## src/rtl/arbTxPkg.sv

```systemverilog
package arbTxPkg;
  typedef enum logic [1:0] {ST_IDLE, ST_BITS, ST_ACK} txState_e;

  typedef struct packed {
    logic load;      // byte accepted from the handshake
    logic sample;    // SCL rise during a data bit
    logic shift;     // SCL fall moving to next bit
    logic ackEnter;  // SCL fall after last bit, entering acknowledge slot
  } ctrlStrobes_t;
endpackage

```

## src/rtl/arbTxCtrl.sv

```systemverilog
module arbTxCtrl
  import arbTxPkg::*;
(
  input  logic         clk,
  input  logic         rstN,
  input  logic         sclRise,
  input  logic         sclFall,
  input  logic         txValid,
  input  logic         lastBit,
  input  logic         lostFlag,
  output logic         txReady,
  output ctrlStrobes_t strobe
);
  txState_e state, stateNext;

  always_comb begin
    strobe          = '0;
    stateNext       = state;
    strobe.load     = (state == ST_IDLE) && txValid && !lostFlag;
    strobe.sample   = (state == ST_BITS) && sclRise;
    strobe.shift    = (state == ST_BITS) && sclFall && !lastBit;
    strobe.ackEnter = (state == ST_BITS) && sclFall && lastBit;
    unique case (state)
      ST_IDLE: if (strobe.load) stateNext = ST_BITS;
      ST_BITS: if (strobe.ackEnter) stateNext = ST_ACK;
      ST_ACK:  if (sclFall) stateNext = ST_IDLE;
      default: stateNext = ST_IDLE;
    endcase
  end

  always_ff @(posedge clk) begin
    if (!rstN) state <= ST_IDLE;
    else       state <= stateNext;
  end

  assign txReady = (state == ST_IDLE) && !lostFlag;
endmodule

```

## src/rtl/arbTxDatapath.sv

```systemverilog
module arbTxDatapath
  import arbTxPkg::*;
#(
  parameter int BYTE_W = 8
) (
  input  logic              clk,
  input  logic              rstN,
  input  ctrlStrobes_t      strobe,
  input  logic [BYTE_W-1:0] txByte,
  input  logic              txFirst,
  input  logic [BYTE_W-2:0] ownAddr,
  input  logic              sdaIn,
  input  logic              lostClr,
  output logic              sdaOe,
  output logic              lostFlag,
  output logic              lastBit,
  output logic              addressed,
  output logic              addrRw
);
  localparam int CNT_W = $clog2(BYTE_W);
  localparam logic [CNT_W-1:0] LAST_IDX = CNT_W'(BYTE_W - 1);

  logic [BYTE_W-1:0] txSh, rxSh, rxNext;
  logic [CNT_W-1:0]  bitCnt;
  logic isAddr, lostPkt, driveLow;
  logic lossNow, lostAfter, addrMatch;

  assign lastBit   = (bitCnt == LAST_IDX);
  assign rxNext    = {rxSh[BYTE_W-2:0], sdaIn};
  // loss: we released the line (wanted a 1) but the bus reads 0
  assign lossNow   = strobe.sample && !lostPkt && !driveLow && !sdaIn;
  assign lostAfter = lostPkt || lossNow;
  assign addrMatch = (rxNext[BYTE_W-1:1] == ownAddr);
  assign sdaOe     = driveLow;

  always_ff @(posedge clk) begin
    if (!rstN) begin
      txSh      <= '0;
      rxSh      <= '0;
      bitCnt    <= '0;
      isAddr    <= 1'b0;
      lostPkt   <= 1'b0;
      driveLow  <= 1'b0;
      lostFlag  <= 1'b0;
      addressed <= 1'b0;
      addrRw    <= 1'b0;
    end else begin
      addressed <= 1'b0;
      if (strobe.load) begin
        txSh     <= txByte;
        bitCnt   <= '0;
        isAddr   <= txFirst;
        lostPkt  <= 1'b0;
        driveLow <= ~txByte[BYTE_W-1];
      end
      if (strobe.sample) begin
        rxSh <= rxNext;
        if (lossNow) begin
          lostPkt  <= 1'b1;
          driveLow <= 1'b0;
        end
        if (lastBit && isAddr && lostAfter && addrMatch) begin
          addressed <= 1'b1;
          addrRw    <= rxNext[0];
        end
      end
      if (strobe.shift) begin
        txSh     <= txSh << 1;
        bitCnt   <= bitCnt + 1'b1;
        driveLow <= !lostPkt && !txSh[BYTE_W-2];
      end
      if (strobe.ackEnter) driveLow <= 1'b0;
      if (lossNow)      lostFlag <= 1'b1;
      else if (lostClr) lostFlag <= 1'b0;
    end
  end
endmodule

```

## src/rtl/mmArbTx.sv

```systemverilog
module mmArbTx
  import arbTxPkg::*;
#(
  parameter int BYTE_W = 8
) (
  input  logic              clk,
  input  logic              rstN,
  input  logic              sclRise,
  input  logic              sclFall,
  input  logic [BYTE_W-1:0] txByte,
  input  logic              txFirst,
  input  logic              txValid,
  output logic              txReady,
  input  logic [BYTE_W-2:0] ownAddr,
  input  logic              sdaIn,
  output logic              sdaOe,
  input  logic              lostClr,
  output logic              lost,
  output logic              addressed,
  output logic              addrRw
);
  ctrlStrobes_t strobe;
  logic lastBit;
  logic ackEnterW;

  assign ackEnterW = strobe.ackEnter;

  arbTxCtrl u_ctrl (
    .clk(clk), .rstN(rstN), .sclRise(sclRise), .sclFall(sclFall),
    .txValid(txValid), .lastBit(lastBit), .lostFlag(lost),
    .txReady(txReady), .strobe(strobe)
  );

  arbTxDatapath #(.BYTE_W(BYTE_W)) u_dp (
    .clk(clk), .rstN(rstN), .strobe(strobe), .txByte(txByte),
    .txFirst(txFirst), .ownAddr(ownAddr), .sdaIn(sdaIn), .lostClr(lostClr),
    .sdaOe(sdaOe), .lostFlag(lost), .lastBit(lastBit),
    .addressed(addressed), .addrRw(addrRw)
  );
endmodule

```

## config.mk

```make
export PLATFORM = sky130hd
export DESIGN_NAME = mmArbTx
export DESIGN_NICKNAME = d
export VERILOG_FILES = /design/src/rtl/arbTxPkg.sv /design/src/rtl/arbTxCtrl.sv /design/src/rtl/arbTxDatapath.sv /design/src/rtl/mmArbTx.sv
export SDC_FILE = /design/constraint.sdc
export NUM_CORES = 1
export LEC_CHECK = 0
export BUFFER_PORTS_ARGS = -buffer_cell sky130_fd_sc_hd__clkbuf_2
export CORE_AREA = 2 2 42 73
export CTS_BUF_LIST = sky130_fd_sc_hd__clkbuf_4 sky130_fd_sc_hd__clkbuf_8
export DETAILED_ROUTE_END_ITERATION = 8
export DIE_AREA = 0 0 44 75
export PLACE_DENSITY = 0.64
export SLEW_MARGIN = 20
export SYNTH_ARGS = -nofsm -noshare
export SYNTH_HDL_FRONTEND = slang
export SYNTH_SLANG_ARGS = --single-unit
```

## constraint.sdc

```tcl
create_clock -name clk -period 2.1 [get_ports clk]
set_input_delay 0.315 -clock clk [delete_from_list [all_inputs] [get_ports clk]]
set_output_delay 0.315 -clock clk [all_outputs]
set_load 0.05 [all_outputs]
```

# Word level (Yosys, flattened, before mapping)
# Cells that the tools add are included.
dict set report totals {
  output_inout_bits 5
  wordCells 68
  register_bits 25
}
dict set report op_classes {
  add_sub_neg 1
  n_mux 18
  n_eq_ne 7
  n_bitwise 2
  reduce_logical 29
}
# operator n
set ops {}
lappend ops {{logical AND 1 bit} 14}
lappend ops {{two-way mux 7 bit} 2}
lappend ops {{two-way mux 1 bit} 10}
lappend ops {{== test 7 bit} 1}
lappend ops {{logical NOT 1 bit} 6}
lappend ops {{two-way mux 2 bit} 3}
lappend ops {{two-way mux 3 bit} 2}
lappend ops {{inequality test 2 bit, second input constant} 3}
lappend ops {{one-hot mux 2 bit (3 select lines)} 1}
lappend ops {{AND reduction 2 bit} 2}
lappend ops {{nonzero test 2 bit} 2}
lappend ops {{OR reduction 2 bit} 2}
lappend ops {{adder 3 x 1 -> 3 bit, second input constant} 1}
lappend ops {{== test 3 bit, second input constant} 1}
lappend ops {{AND reduction 3 bit} 1}
lappend ops {{== test 2 x 1 -> 1 bit, second input constant} 1}
lappend ops {{== test 2 bit, second input constant} 1}
lappend ops {{logical NOT 2 bit} 1}
lappend ops {{inverter 1 bit} 2}
lappend ops {{logical OR 1 bit} 1}

# Logic depth before layout (Yosys ltp)
# Gate-level depths: netlist (run 1).
dict set report depth {
  ltp_word 9
  ltp_mapped 7
  depth_no_buf 5
}

# By module
# Synthesis (run 1) repeated with hierarchy kept, for this count alone.
dict set report hier_totals {
  hier_cells 124
  hier_area_um2 1139.8
}
# mod area_per_inst_um2 cells_per_inst seq_area_each_um2 n_inst
set by_module_without_submodules {}
lappend by_module_without_submodules {arbTxDatapath 1014.7 111 460.4 1}
lappend by_module_without_submodules {arbTxCtrl 125.1 13 40.0 1}

# Worst setup path after synthesis (run 1)
# OpenSTA, ideal clock, no wires.
dict set report synth_timing {
  path_kind {flip-flop to output port}
  startpoint {register u_dp.lostFlag}
  endpoint {output port txReady}
  slack_ps 175
  required_time_ps 1785
  path_stages_with_launch 2
  arrival_time_ps 1610
  cell_sequence {dfxtp_1 > nor3_1}
}
dict set report synth_between {
  elab_chain_cells 2
}
# item line_no
set synth_rtl {}
lappend synth_rtl {{from (decl)} arbTxDatapath.sv:15} ;# output logic lostFlag,
lappend synth_rtl {{from (signal assigned)} arbTxDatapath.sv:44} ;# lostFlag <= 1'b0;
lappend synth_rtl {{from (signal assigned)} arbTxDatapath.sv:73} ;# if (lossNow) lostFlag <= 1'b1;
lappend synth_rtl {{from (signal assigned)} arbTxDatapath.sv:74} ;# else if (lostClr) lostFlag <= 1'b0;
lappend synth_rtl {{logical NOT 1 bit} arbTxCtrl.sv:36} ;# assign txReady = (state == ST_IDLE) && !lostFlag;
lappend synth_rtl {{logical AND 1 bit} arbTxCtrl.sv:36}
lappend synth_rtl {{to (decl)} mmArbTx.sv:13} ;# output logic txReady,
# No other way between the ends.

# Final worst setup path (run 1)
dict set report layout_timing {
  startpoint {register u_dp.bitCnt[0]}
  endpoint {register u_dp.bitCnt[0]}
}
dict set report layout_between {
  elab_chain_cells 4
  elab_cells_between_ends 6
}
# item line_no
set layout_rtl {}
lappend layout_rtl {{from (decl)} arbTxDatapath.sv:24} ;# logic [CNT_W-1:0] bitCnt;
lappend layout_rtl {{from (signal assigned)} arbTxDatapath.sv:69} ;# bitCnt <= bitCnt + 1'b1;
lappend layout_rtl {{parallel branches: the longest is 4 deep, another holds adder 3 x 1 -> 3 bit} n/a}
# Several ways; the timed one is not identified.
# A chain may end at the register's enable or synchronous reset.

==> metrics.cfg, run 1 <==
[clock_tree]
holdBufCountCts = 0
cts_tree = done
cts.sinks = 25
cts.htree.levels = 1
cts_resized = 0
clockBufferDepth = 2
clk-insertion-delay-late_ns = 0.26
postCtsSetupBuffers = 0
root_buffer = clkbuf_8
cts_buffers = 3
clk_pin_slew_worst_paths_ns = 0.08

[yosys]
ys_seq_area_share_pct = 43.9
synth_compound_area_share_pct = 10.9
ys_types = 30
synth.avg_cell_area_um2 = 8.77
synth_top_family_by_area = simple AND/OR/NAND/NOR gates
syn_nets = 155
yosysTopAreaCell = dfxtp_1
syn_area_um2 = 1140
synth-edff-count = 0
synthAdderAreaFrac_pct = 2.20
synth_top_area_share_pct = 43.9
netlist_instances = 130
synth-main-ff-cell = dfxtp_1
muxShareOfSynthArea_pct = 7.03
synth-seq-cells = 25
synthXorXnorAreaFrac_pct = 5.38
yosys.area_share.simple_pct = 26.7
synthTopCellsByArea = dfxtp_1 44%, mux2i_1 7.0%, nand2_1 6.3%, nor2_1 5.6%, a311oi_1 4.6%
yosysWarnings = 0
synthArstFlopShare_pct = 0

[setup_path]
critPathBufInv = 0
path_class = flip-flop to flip-flop
critical_path.cell_chain = ha_1 -> ha_1 -> or2_2 -> or2_2 -> a21oi_1
slowest_delay_ns = 0.45
crit_required_ns = 2.29
start_kind = flip-flop
arrival_ns = 1.95
crit_family = simple AND/OR/NAND/NOR gates
critPathCaptureType = flip-flop
path_max_fanout = 16
cpMaxStageDelayCell = or2_2

[cells_and_area]
seqCellArea_um2 = 500
diodes = 0
fill_cells = 264
final_nets = 182
multiInputGateArea_um2 = 601
area_delta_synth_final_pct = 17.7
layoutNonFillerInstCount = 183
fin_area_um2 = 1340
final_layout_size_suffix_gt1_share_pct = 25.0

[route]
routed_via_density = 5.37
wl_per_cell_um = 12.6
dr_total_vias = 982
totalWireLength_mm = 2.30
first_pass_iters = 4
drt-initial-drc-count = 17
drtAntennaViolNets = 0
route.detailed.drc = 0

[timing]
drv_slew = 0
min_period_ns = 1.77
grt_setup_unrepaired = false
fmax_mhz = 566
fin_crit_sh_pct = 84.1
fin_tns_setup_ns = 0
setup_viol = 0
max_slew_margin_pct = 52.7
finClkSkew_ns = 0.00417
hold_viol = 0
tightest_slew_ns = 0.709

[hold_path]
hold_path.class = input port to flip-flop

[outcome]
status = complete, no violations

[flow_run]
maxCapViolations = 0

[grt]
grt_pass1_wl_mm = 4.18
grt_max_degree = 24
grt_antenna_before_repair = 0
grt_usage_pct = 16.5
grt_pass1_vias = 1009
grt_overflow = 0

[placement]
place.gp.congestion = 0.808
numPortBuffers = 27
place_area_um2 = 1290
dp.cells = 179
hpwl_mm = 1.82

[die]
initial_core_util_pct = 42.4
dieHeight_um = 75
io_pins = 28
die_w_um = 44
rows = 25
dieArea_um2 = 3300
core_um2 = 2690

[pwr]
powerDensity_nw_per_um2 = 690
power_mw = 0.925
leakage_nw = 0.604
ir_worst_vdd_mv = 0.387

==> cells in the mapped netlist, drive strengths merged, types with 3 or more instances <==
library cell   n
nor3           4
nand3          5
xnor2          5
dfxtp         25
clkbuf         5
nand2         19
a21oi          7
a311oi         6
nor2          17
o21ai          3
mux2i          8
==> cells in the final DEF, fill, tap and decap left out, types with 2 or more instances in the layout <==
master	Yosys	layout
or4_1	2	2
mux2i_1	8	8
clkbuf_8	0	3
buf_4	1	2
nor4_1	2	2
o21ai_0	3	3
xor2_1	2	2
ha_1	2	2
inv_1	2	2
nand2_1	19	19
clkbuf_2	0	27
xnor2_1	5	5
a311oi_1	6	6
nor2b_1	2	2
nand3_1	5	5
or2_2	2	2
dfxtp_1	25	25
nor3_1	4	4
a21oi_1	7	7
nor2_1	17	17
==> tightest hold or removal path, delay by kind of cell <==
kind	cells	cell delay (ns)
AND/OR/NAND/NOR	1	0.04
AO/OA/AOI/OAI	1	0.05
buffers and inverters	1	0.08
==> registers in the layout, indices dropped and copies added (netlist names) <==
signal / flops
u_dp.isAddr: 1
u_dp.addrRw: 1
u_dp.lostPkt: 1
u_dp.txSh: 7
u_dp.bitCnt: 3
u_dp.addressed: 1
u_ctrl.state: 2
u_dp.rxSh: 7
u_dp.lostFlag: 1
u_dp.sdaOe: 1
==> cells by family (layout without fill, tap and decap cells) <==
family,count (synthesis),after routing
adders and majority gates,2,2
DFF,25,25
AOI/OAI and AO/OA,19,19
xor gates and xnor gates,7,7
and+or+nand+nor,60,60
buffers and inverters,9,35
muxes,8,8
==> where the power goes <==
| part | leakage, nW | switching (mW) | internal (mW) | total (mW) |
|---|---|---|---|---|
| Clock | 0.0262 | 0.143 | 0.148 | 0.291 |
| Combinational | 0.374 | 0.0716 | 0.0530 | 0.125 |
| Sequential | 0.204 | 0.0165 | 0.493 | 0.510 |
| Total | 0.604 | 0.231 | 0.694 | 0.925 |
==> stage by stage <==
step                worst slack (ns)  hold slack [ns]  util (%)
finish                         0.333            0.281      49.9
global route                   0.238            0.295      49.9
CTS                            0.328            0.272      49.9
detailed placement             0.351            0.456      48.0
global placement               0.415            0.454      48.0
floorplan                      0.175            0.437         -
==> final cells by class <==
type | instances | share of cell area [%]
clock buffer | 4 | 3.64
inverter | 2 | 0.560
sequential | 25 | 37.3
multi-input combinational | 96 | 44.8
timing repair buffer | 29 | 11.2
tap | 27 | 2.52
==> worst paths after layout <==
kind                  startpoint        endpoint  slack, ns  cells past startpoint
setup / recovery  u_dp.bitCnt[0]  u_dp.bitCnt[0]       0.33                      5
hold / removal           txFirst     u_dp.isAddr       0.28                      3
setup reg to reg  u_dp.bitCnt[0]  u_dp.bitCnt[0]       0.33                      5
hold reg to reg   u_dp.bitCnt[1]  u_dp.bitCnt[1]       0.48                      2
==> routing by layer <==
metal | global-route usage (%) | wire length [µm] | up-vias
li1 | - | - | 506
met1 | 19.0 | 947 | 437
met2 | 29.2 | 1180 | 30
met3 | 2.64 | 109 | 9
met4 | 7.41 | 66 | 0
met5 | 0 | 0 | -
No activity file was read; power rests on OpenSTA's default activity.
==> run 2, diff against run 1 <==
- PLACE_DENSITY: 0.64 -> 0.67
- clock period: 2.1 -> 1.6 ns (I/O delays scaled with it)
==> run 2 against run 1 <==
Effect of this change: wire length up 16%; global-route usage is 0.91 points higher; cell area rose by 8.0%; clock skew decreased by 0.0013 ns; fmax is 14% higher; critical path type unchanged.
==> metrics.cfg, run 2 (synthesized netlist as in run 1, its figures left out) <==
[setup_path]
path_max_fanout = 4
rr_startpoint = u_dp.bitCnt[0]
rr_worst_depth = 5
startpoint = u_dp.bitCnt[0]
arrival_ns = 1.75
start_kind = flip-flop
cp-endpoint = u_dp.addrRw
critPathCaptureType = flip-flop
crit_required_ns = 1.80
reg2reg_to = u_dp.addrRw
path_class = flip-flop to flip-flop
rrSetupSlack_ns = 0.05

[cells_and_area]
fill_cells = 261
final_cell_mix = 27 x clkbuf_2, 24 x dfxtp_1, 19 x nand2_1, 17 x nor2_1, 10 x buf_4
diodes = 0
final_common_cell = clkbuf_2
final_nets = 191
seqCellArea_um2 = 502
final_layout_size_suffix_gt1_share_pct = 31.5
top_regs = u_dp.rxSh (7), u_dp.txSh (7), u_dp.bitCnt (3)
area_delta_synth_final_pct = 27.1
multiInputGateArea_um2 = 627
layoutNonFillerInstCount = 192

[hold_path]
hold_path.class = input port to flip-flop
holdPathStages = 3

[timing]
setup_viol = 0
finClkSkew_ns = 0.00291
fin_crit_sh_pct = 97.1
min_period_ns = 1.55
fmax_mhz = 643
grt_setup_unrepaired = false
tightest_slew_ns = 0.312
fin_tns_setup_ns = 0
max_slew_margin_pct = 79.1
hold_viol = 0
drv_slew = 0

[outcome]
status = complete, no violations

[clock_tree]
clk-insertion-delay-late_ns = 0.26
cts_buffers = 3
cts_resized = 0
clockBufferDepth = 2
root_buffer = clkbuf_8
cts.htree.levels = 1
holdBufCountCts = 0
cts.sinks = 25
clk_pin_slew_worst_paths_ns = 0.08
postCtsSetupBuffers = 0
cts_tree = done

[route]
drtAntennaViolNets = 0
dr_total_vias = 1042
first_pass_iters = 3
routed_via_density = 5.43
drt-initial-drc-count = 12
wl_per_cell_um = 14.0
totalWireLength_mm = 2.68
route.detailed.drc = 0

[pwr]
powerDensity_nw_per_um2 = 858
power_mw = 1.24
leakage_nw = 0.653
ir_worst_vdd_mv = 0.675

[die]
dieHeight_um = 75
die_w_um = 44
core_um2 = 2690
initial_core_util_pct = 42.4
dieArea_um2 = 3300
rows = 25
io_pins = 28

[grt]
grt_max_degree = 17
grt_antenna_before_repair = 0
grt_overflow = 0
grt_pass1_vias = 1038
grt_pass1_wl_mm = 4.28
grt_usage_pct = 17.4

[flow_run]
maxCapViolations = 0

[placement]
place.gp.congestion = 0.774
hpwl_mm = 2.01
numPortBuffers = 27
dp.cells = 188

-- run 2: worst min-delay path by stage --
stage | start | end | slack [ns]
after floorplan | txFirst | u_dp.isAddr | 0.38
after global placement | u_dp.bitCnt[1] | u_dp.bitCnt[1] | 0.46
after detailed placement | u_dp.isAddr | u_dp.isAddr | 0.47
after CTS | txFirst | u_dp.isAddr | 0.21
after global routing | txFirst | u_dp.isAddr | 0.22
final | txFirst | u_dp.isAddr | 0.21
-- run 2: final cells by class --
cell class | count | share of cell area, %
Tap cell | 27 | 2.33
Multi-Input combinational cell | 96 | 43.3
Sequential cell | 25 | 34.6
Timing Repair Buffer | 38 | 15.9
Clock buffer | 4 | 3.37
Inverter | 2 | 0.518
-- run 2: where the power goes --
group / switching (mW) / internal (mW)
sequential: 0.0204 / 0.648
combinational: 0.104 / 0.0864
clock: 0.190 / 0.195
-- run 2: critical path, cell delays in order (launching register included) --
cell and delay, ns:
dfxtp_1 0.36, ha_1 0.21, ha_4 0.16, nand3_1 0.09
or4_1 0.51, a31oi_1 0.16
-- run 2: routing by layer --
metal,GRT usage [%],share of wire [%]
met1,17.6,36
met2,32.5,57
met3,3.12,4.2
met4,9.43,2.2
met5,0,0
-- run 2: per-stage QoR --
step           util (%)  setup slack [ns]  cell area [µm²]  hold WS (ns)
5_1_grt            53.9           0.00221             1450         0.220
3_5_place_dp       51.2            0.0277             1380         0.467
6_report           53.9            0.0459             1450         0.210
2_1_floorplan         -           0.00894             1150         0.376
4_1_cts            53.0           0.00734             1430         0.205
3_3_place_gp       51.2            0.0839             1380         0.460
